<file path="config.mk">
export PLATFORM = sky130hd
export DESIGN_NAME = ledcfg_init_seq
export DESIGN_NICKNAME = d
export VERILOG_FILES = /design/src/rtl/ledcfg_pkg.sv /design/src/rtl/ledcfg_colctr.sv /design/src/rtl/ledcfg_pattern.sv /design/src/rtl/ledcfg_init_seq.sv
export SDC_FILE = /design/constraint.sdc
export NUM_CORES = 1
export LEC_CHECK = 0
export BUFFER_PORTS_ARGS = -buffer_cell sky130_fd_sc_hd__buf_4
export CAP_MARGIN = 10
export CORE_AREA = 4 4 62 92
export DETAILED_ROUTE_END_ITERATION = 7
export DIE_AREA = 0 0 66 96
export GPL_TIMING_DRIVEN = 0
export PLACE_DENSITY_LB_ADDON = 0.2
export SETUP_SLACK_MARGIN = 0.3
export SLEW_MARGIN = 10
export SYNTH_ARGS = -nofsm -noshare
export SYNTH_HDL_FRONTEND = slang
export SYNTH_SLANG_ARGS = --single-unit
</file>
<file path="constraint.sdc">
create_clock -name clk -period 2.7 [get_ports clk]
set_input_delay 0.135 -clock clk [delete_from_list [all_inputs] [get_ports clk]]
set_output_delay 0.135 -clock clk [all_outputs]
set_load 0.005 [all_outputs]
</file>
<file path="src/rtl/ledcfg_pkg.sv">
package ledcfg_pkg;

    typedef enum logic [2:0] {
        ST_IDLE,
        ST_PREP,
        ST_LOW,
        ST_HIGH,
        ST_RELEASE,
        ST_DONE
    } seq_state_t;

    localparam int PAT_LEN = 16;

    // Character 0 of each pattern sits at index 0 (leftmost).
    localparam logic [0:PAT_LEN-1] PAT_FULL_BRIGHT = 16'b0111111111111111;
    localparam logic [0:PAT_LEN-1] PAT_PANEL_ON    = 16'b0000000001000000;
    localparam logic [0:PAT_LEN-1] PAT_EXTRA       = 16'b0101111100000000;

    // Latch-tail bound for each register: latch is high while col > N - tail.
    localparam int TAIL_REG0 = 12;
    localparam int TAIL_REG1 = 13;
    localparam int TAIL_REG2 = 11;

    function automatic logic [0:PAT_LEN-1] pattern_of(input logic [1:0] sel);
        case (sel)
            2'd0:    return PAT_FULL_BRIGHT;
            2'd1:    return PAT_PANEL_ON;
            default: return PAT_EXTRA;
        endcase
    endfunction

    function automatic int tail_of(input logic [1:0] sel);
        case (sel)
            2'd0:    return TAIL_REG0;
            2'd1:    return TAIL_REG1;
            default: return TAIL_REG2;
        endcase
    endfunction

endpackage

</file>
<file path="src/rtl/ledcfg_colctr.sv">
module ledcfg_colctr #(
    parameter int COL_W = 8
) (
    input  logic             clk,
    input  logic             rst_n,
    input  logic             clr,
    input  logic             inc,
    input  logic [COL_W-1:0] limit,
    output logic [COL_W-1:0] idx,
    output logic             is_last
);

    localparam logic [COL_W-1:0] ONE = COL_W'(1);

    always_ff @(posedge clk or negedge rst_n) begin
        if (!rst_n) begin
            idx <= '0;
        end else if (clr) begin
            idx <= '0;
        end else if (inc) begin
            idx <= idx + ONE;
        end
    end

    always_comb begin
        is_last = (idx == limit - ONE);
    end

    AST_IDX_IN_RANGE: assert property (@(posedge clk) disable iff (!rst_n)
        (limit != '0) |-> (idx < limit));

endmodule

</file>
<file path="src/rtl/ledcfg_pattern.sv">
module ledcfg_pattern
    import ledcfg_pkg::*;
#(
    parameter int COL_W = 8
) (
    input  logic [1:0]       reg_sel,
    input  logic [COL_W-1:0] col_idx,
    input  logic [COL_W-1:0] col_total,
    output logic             pat_bit,
    output logic             latch_win
);

    localparam int SUM_W = COL_W + 1;

    logic [0:PAT_LEN-1] pat;
    logic [3:0]         phase;
    logic [SUM_W-1:0]   reach;

    always_comb begin
        pat     = pattern_of(reg_sel);
        phase   = col_idx[3:0];
        pat_bit = pat[phase];
        // col > N - tail  <=>  col + tail > N, kept unsigned and wide.
        reach     = {1'b0, col_idx} + SUM_W'(tail_of(reg_sel));
        latch_win = (reach > {1'b0, col_total});
    end

endmodule

</file>
<file path="src/rtl/ledcfg_init_seq.sv">
module ledcfg_init_seq
    import ledcfg_pkg::*;
#(
    parameter int COL_W = 8,
    parameter int LANES = 6
) (
    input  logic             clk,
    input  logic             rst_n,
    input  logic             start,
    input  logic [COL_W-1:0] col_count,
    input  logic             three_reg,
    output logic [LANES-1:0] rgb_data,
    output logic             sclk,
    output logic             latch,
    output logic             addr_a,
    output logic             done
);

    seq_state_t       state, nxt;
    logic [COL_W-1:0] cap_n;
    logic             cap_three;
    logic [1:0]       reg_idx;
    logic             reg_last;
    logic             no_cols;
    logic [COL_W-1:0] col_idx;
    logic             col_last;
    logic             ctr_clr, ctr_inc;
    logic             pat_bit, latch_win;
    logic             shifting;

    ledcfg_colctr #(.COL_W(COL_W)) u_colctr (
        .clk     (clk),
        .rst_n   (rst_n),
        .clr     (ctr_clr),
        .inc     (ctr_inc),
        .limit   (cap_n),
        .idx     (col_idx),
        .is_last (col_last)
    );

    ledcfg_pattern #(.COL_W(COL_W)) u_pattern (
        .reg_sel   (reg_idx),
        .col_idx   (col_idx),
        .col_total (cap_n),
        .pat_bit   (pat_bit),
        .latch_win (latch_win)
    );

    always_comb begin
        reg_last = cap_three ? (reg_idx == 2'd2) : (reg_idx == 2'd1);
        no_cols  = (cap_n == '0);
        shifting = (state == ST_LOW) || (state == ST_HIGH);
        ctr_clr  = !shifting;
        ctr_inc  = (state == ST_HIGH) && !col_last;
    end

    // Next-state logic
    always_comb begin
        nxt = state;
        unique case (state)
            ST_IDLE:    nxt = start ? ST_PREP : ST_IDLE;
            ST_PREP:    nxt = no_cols ? ST_RELEASE : ST_LOW;
            ST_LOW:     nxt = ST_HIGH;
            ST_HIGH:    nxt = col_last ? ST_RELEASE : ST_LOW;
            ST_RELEASE: begin
                if (reg_last)     nxt = ST_DONE;
                else if (no_cols) nxt = ST_RELEASE;
                else              nxt = ST_LOW;
            end
            ST_DONE:    nxt = ST_IDLE;
            default:    nxt = ST_IDLE;
        endcase
    end

    // State register
    always_ff @(posedge clk or negedge rst_n) begin
        if (!rst_n) state <= ST_IDLE;
        else        state <= nxt;
    end

    // Launch context: captured once, register index advanced per release
    always_ff @(posedge clk or negedge rst_n) begin
        if (!rst_n) begin
            cap_n     <= '0;
            cap_three <= 1'b0;
            reg_idx   <= 2'd0;
        end else begin
            if (state == ST_IDLE) begin
                reg_idx <= 2'd0;
                if (start) begin
                    cap_n     <= col_count;
                    cap_three <= three_reg;
                end
            end else if (state == ST_RELEASE && !reg_last) begin
                reg_idx <= reg_idx + 2'd1;
            end
        end
    end

    // Moore outputs
    always_comb begin
        sclk     = (state == ST_HIGH);
        latch    = shifting && latch_win;
        rgb_data = (shifting && pat_bit) ? {LANES{1'b1}} : {LANES{1'b0}};
        addr_a   = !cap_three && ((state == ST_PREP) || shifting ||
                                  (state == ST_RELEASE));
        done     = (state == ST_DONE);
    end

    AST_IDLE_QUIET: assert property (@(posedge clk) disable iff (!rst_n)
        (state == ST_IDLE) |-> (!sclk && !latch && !done));

    AST_HOLD_WHILE_HIGH: assert property (@(posedge clk) disable iff (!rst_n)
        sclk |-> ($stable(rgb_data) && $stable(latch)));

    AST_LATCH_RISE_LOW: assert property (@(posedge clk) disable iff (!rst_n)
        $rose(latch) |-> !sclk);

    AST_DONE_SINGLE: assert property (@(posedge clk) disable iff (!rst_n)
        done |=> !done);

    AST_DONE_AFTER_RELEASE: assert property (@(posedge clk) disable iff (!rst_n)
        done |-> ($past(state) == ST_RELEASE && !$past(latch)));

    AST_START_IGNORED: assert property (@(posedge clk) disable iff (!rst_n)
        (state != ST_IDLE && start) |=> (state != ST_PREP));

endmodule

</file>
* Word level (Yosys, flattened, before mapping)
Cells that the tools add are included.
** Storage, ports and cells
- Input port bits :: 12
- Register bits :: 22
** Operators by class
- Reductions and logical operators :: 16
- Magnitude comparators :: 2
- Bitwise operators :: 1
- Add/subtract/negate cells :: 4
- Equal/unequal tests :: 9
- Mux-type cells :: 16
** Operator list (number)
- $pmux W15 S2 :: 1
- $mux W8 :: 2
- $pmux W3 S5 :: 1
- $add A8 B4 Y9 :: 1
- $gt A9 B8 Y1 :: 1
- $mux W3 :: 3
- $add A8 B1 Y8 const B :: 1
- $eq A8 B8 Y1 :: 1
- $logic_not A8 Y1 :: 1
- $sub A8 B1 Y8 const B :: 1
- $eq A3 B2 Y1 const B :: 2
- $eq A3 B3 Y1 const B :: 2
- $mux W6 :: 1
- $pmux W3 S2 :: 1
- $ge A5 B5 Y1 const B :: 1
- $logic_and A1 B1 Y1 :: 5
- $not A4 Y5 :: 1
- $bmux W1 S4 :: 1
- $mux W1 :: 4
- $mux W2 :: 2
- $eq A3 B1 Y1 const B :: 1
- $logic_not A1 Y1 :: 3
- $logic_not A3 Y1 :: 1
- $logic_or A1 B1 Y1 :: 3
- 7 further kinds :: 7

* Longest topological paths before layout
- Depth in word-level cells :: 7
- Mapped depth :: 16
- Depth with buffers taken out :: 16

* Hierarchy
A second synthesis with hierarchy kept.
** Second synthesis, totals
- Cell total of the unflattened synthesis :: 197
- Area total of the unflattened synthesis :: 1820.5 µm²
** By module, submodules not included
- ledcfg_init_seq :: area an instance 759.5 µm², instances 1, cells each 68
- ledcfg_colctr :: area an instance 633.1 µm², instances 1, cells each 70
- ledcfg_pattern :: area an instance 427.9 µm², instances 1, cells each 59

* Worst setup path before layout
OpenSTA, ideal clock, no wires.
- Path type :: register to output
- Start :: register reg_idx[1]
- End :: output latch
- Path slack :: -0.204 ns
- Stages on the path, launching flop included :: 14
- Buffers on the path :: 0
- Arrival time :: 2.769 ns
- Path through :: dfrtp_1 > inv_1 > ha_1 > or2_2 > fa_1 > o21ai_0 > nand3_1 > xnor2_1 > ha_1 > o211ai_1 > a21oi_1 > o21ai_0 > a31oi_1 > a41o_1
** Between the ends
- Longest elaborated chain between the ends :: 5
** RTL lines
- from (decl) :: RTL line ledcfg_init_seq.sv:22 : logic [1:0] reg_idx;
- from (signal assigned) :: RTL line ledcfg_init_seq.sv:95 : reg_idx <= reg_idx + 2'd1;
- $eq A2 B1 Y1 or $logic_not A2 Y1 (tied branches) :: RTL line ledcfg_pkg.sv:33 : case (sel)
- $pmux W3 S2 * :: RTL line ledcfg_pkg.sv:33
- $add A8 B4 Y9 * :: RTL line ledcfg_pattern.sv:24 : reach = {1'b0, col_idx} + SUM_W'(tail_of(reg_sel));
- $gt A9 B8 Y1 * :: RTL line ledcfg_pattern.sv:25 : latch_win = (reach > {1'b0, col_total});
- $logic_and A1 B1 Y1 * :: RTL line ledcfg_init_seq.sv:103 : latch = shifting && latch_win;
- to (decl) :: RTL line ledcfg_init_seq.sv:14 : output logic latch,
Mark *: on every way between the ends. The rest lies on a longest branch, timed or not.

* Worst setup path in the final report
- Start :: register reg_idx[0]
- End :: output latch
Same word-level chain as after synthesis.

==> qor.txt <==
RSZ-0062 raised after global routing: true
antenna violations before repair: 0
Area Overhead vs Synth: 24.9%
Num CTS Buffers: 3
fin crit period: 3.34 ns
Vias: 1642
Seq cells post-synth: 22
H-tree depth: 1
Worst Path Required: 2.57 ns
number of synthesized flops with an enable pin: 0
Synth Area per Inst: 8.43 um2
Cell Chain, Critical Path: inv_2 -> ha_4 -> or2_4 -> inv_4 -> ha_4 -> a21oi_2 -> nor2_2 -> nor3_2 -> nand2b_1 -> xnor2_1 -> ha_1 -> o211ai_1 -> a21oi_1 -> o21ai_1 -> a31oi_2 -> a41o_1 -> buf_4
Die Width: 66 um
row count: 31
Fmax achieved: 0.299 GHz
PD cells: 1070 mW/mm2
Primary FF master, synth: dfrtp_1
share of layout cells above drive strength 1: 29.3%
Die H: 96 um
Remaining DRCs: 0
Pleak: 1.04 nW
CTS tree: yes
initial core utilization: 39.1%
largest net degree at the start of global routing: 23
period utilisation layout: 124%
Crit Path Category: reg -> out
NumNets Final: 291
initial drt markers: 50
worst endpoint data arrival time: 3.21 ns
Hold Crit Class: in -> reg
Post-Syn Area: 0.00190 mm2
number of detailed-route iterations in the first pass: 4
commonest cells after routing, fill and taps aside: buf_4, dfrtp_1, inv_1, nor2_1, nand2_1
CP max FO: 3
clk sinks: 22
Max Slew Vio Count: 0
max_slew headroom: 57.4%
Most common cell on crit path: ha_4
Yosys cell types: 49
Vias/cell: 5.05
capturing element type of the critical path: primary output
sequential cell area fraction in the yosys report: 29.0%
final instance area: 0.00237 mm2
PortBufs: 21
max-cap violations: 0
Critical Path Slowest Stage Cell: dfrtp_1
total global-route track usage: 15.6%
vias in the first global route: 1627
cell area after placement: 0.00215 mm2
hold path depth: 3
Post-Synthesis Cells: 225
worst clock skew: 0.00851 ns
CP startpoint kind: flop
failing checks: negative setup slack
FFs w/ async S/R, synth: 100%
Inst Count DP: 312
Worst Max-Slew Pin Slew: 0.636 ns
die area: 0.00634 mm2
Final WS setup: -0.644 ns
clk slew on worst S/H paths: 0.10 ns
status: finished with violations
antenna-violating nets left: 0
Peak VDD IR: 368 uV
crit-path max cell delay: 0.42 ns
post-detailed-route wirelength per cell: 14.2 um
post-synth net total: 256
Skew-Pair Late Insertion Delay: 0.27 ns
maximum clock path buffer count: 2
drt total wl: 4600 um
DPL Wire Length: 3510 um
grt ovf: 0
commonest non-fill, non-tap cell in the layout: buf_4
clk root buf: clkbuf_8
# IOs: 22
Synth warnings: 0
Setup-failing EPs final: 1
R2R cell count: 8
core area: 0.00485 mm2
diode count: 0
Hold Fails Final Rpt: 0
first-pass GRT wire length: 7540 um
routability cong.: 0.792
final std cells w/o fill: 325
## through the flow
stage / total power, mW / setup slack [ns] / util (%) / TNS (ns) / hold slack (ns)
after floorplan: 1.67 / 0.00438 / - / 0 / -0.161
after global placement: 2.10 / -0.525 / 44.4 / -0.525 / 0.0505
after detailed placement: 2.12 / -0.521 / 44.4 / -0.521 / 0.0511
after CTS: 2.52 / -0.649 / 48.5 / -0.649 / 0.0527
after global routing: 2.76 / -0.822 / 48.9 / -0.822 / 0.0526
final: 2.53 / -0.644 / 48.9 / -0.644 / 0.0503
## cells by family (layout without fill, tap and decap cells)
family | count (synthesis) | in the layout | synth area share, %
xor gates and xnor gates | 16 | 16 | 7.39
adders and majority gates | 19 | 19 | 12.9
and+or+nand+nor | 75 | 75 | 21.0
DFF | 22 | 22 | 29.0
AOI/OAI and AO/OA | 54 | 54 | 18.9
muxes | 2 | 2 | 1.19
buffers and inverters | 37 | 71 | 9.50
## flip-flops by register name, summed over array words and instances (netlist names)
signal        cells
cap_n             8
cap_three         1
reg_idx           2
state             3
u_colctr.idx      8
## worst paths after layout
path	startpoint	endpoint	slack [ns]
min in group asynchronous	rst_n	cap_n[7]	0.29
setup / recovery	reg_idx[0]	latch	-0.64
hold / removal	col_count[6]	cap_n[6]	0.05
max in group asynchronous	rst_n	cap_n[0]	2.17
setup reg to reg	cap_n[1]	u_colctr.idx[5]	0.49
hold reg to reg	cap_three	cap_three	0.58
## cells in the mapped netlist (2+ instances only)
cell type	count	area share, %
buf_4	5	2.0
nor3_1	6	1.6
o31ai_1	3	1.2
nand2b_1	3	0.99
nor2_1	18	3.6
a21oi_1	12	3.2
nor2b_1	3	0.99
nand3_1	8	2.1
xnor2_1	9	4.2
nand2_1	17	3.4
and2_1	2	0.66
nand4_1	4	1.3
ha_1	18	12
a31oi_1	2	0.66
clkbuf_1	3	0.59
xor2_1	7	3.2
dfrtp_1	22	29
o21a_1	2	0.79
mux2_2	2	1.2
buf_6	2	1.2
o211ai_1	5	2.0
or2_2	2	0.66
and3_2	2	0.79
nand4b_1	2	0.92
o21ai_0	17	4.5
inv_1	21	4.2
nor3b_1	2	0.79
buf_2	5	1.3
## where the power goes
group | internal (mW) | switching (mW) | leakage (nW)
clock | 0.198 | 0.126 | 0.0357
sequential | 0.450 | 0.181 | 0.273
combinational | 0.769 | 0.804 | 0.728
total | 1.42 | 1.11 | 1.04
## metal layers
layer	vias up	wire [um]	global-route usage (%)
li1	846	-	-
met1	752	1810	16.5
met2	30	2450	29.3
met3	14	140	2.57
met4	0	196	7.46
met5	-	0	0
## cell type report
class	instances	area, um2
inverters	21	81.3
clock buffers	3	41.3
fillers	504	2480
clock inverters	1	30.0
flip-flops and latches	22	552
plain buffers	16	101
repair buffers	30	228
multi-input cells	166	1250
well taps	66	82.6
## critical path: cells and delay by family, from the launching register on
family,cells,cell delay (ns)
compound gates,6,0.84
buf+inv,3,0.28
fa+ha+maj,3,0.64
xor+xnor,1,0.14
flops,1,0.42
simple gates,4,0.62
## timing repair
item	4_1_cts	5_1_grt
pin swaps	13	1
hold endpoints to repair	22	0
endpoints found under the setup margin	2	9
resized for setup	11	4
buffers inserted	7	1
hold buffers	1	0
No activity file was read; power rests on OpenSTA's default activity.
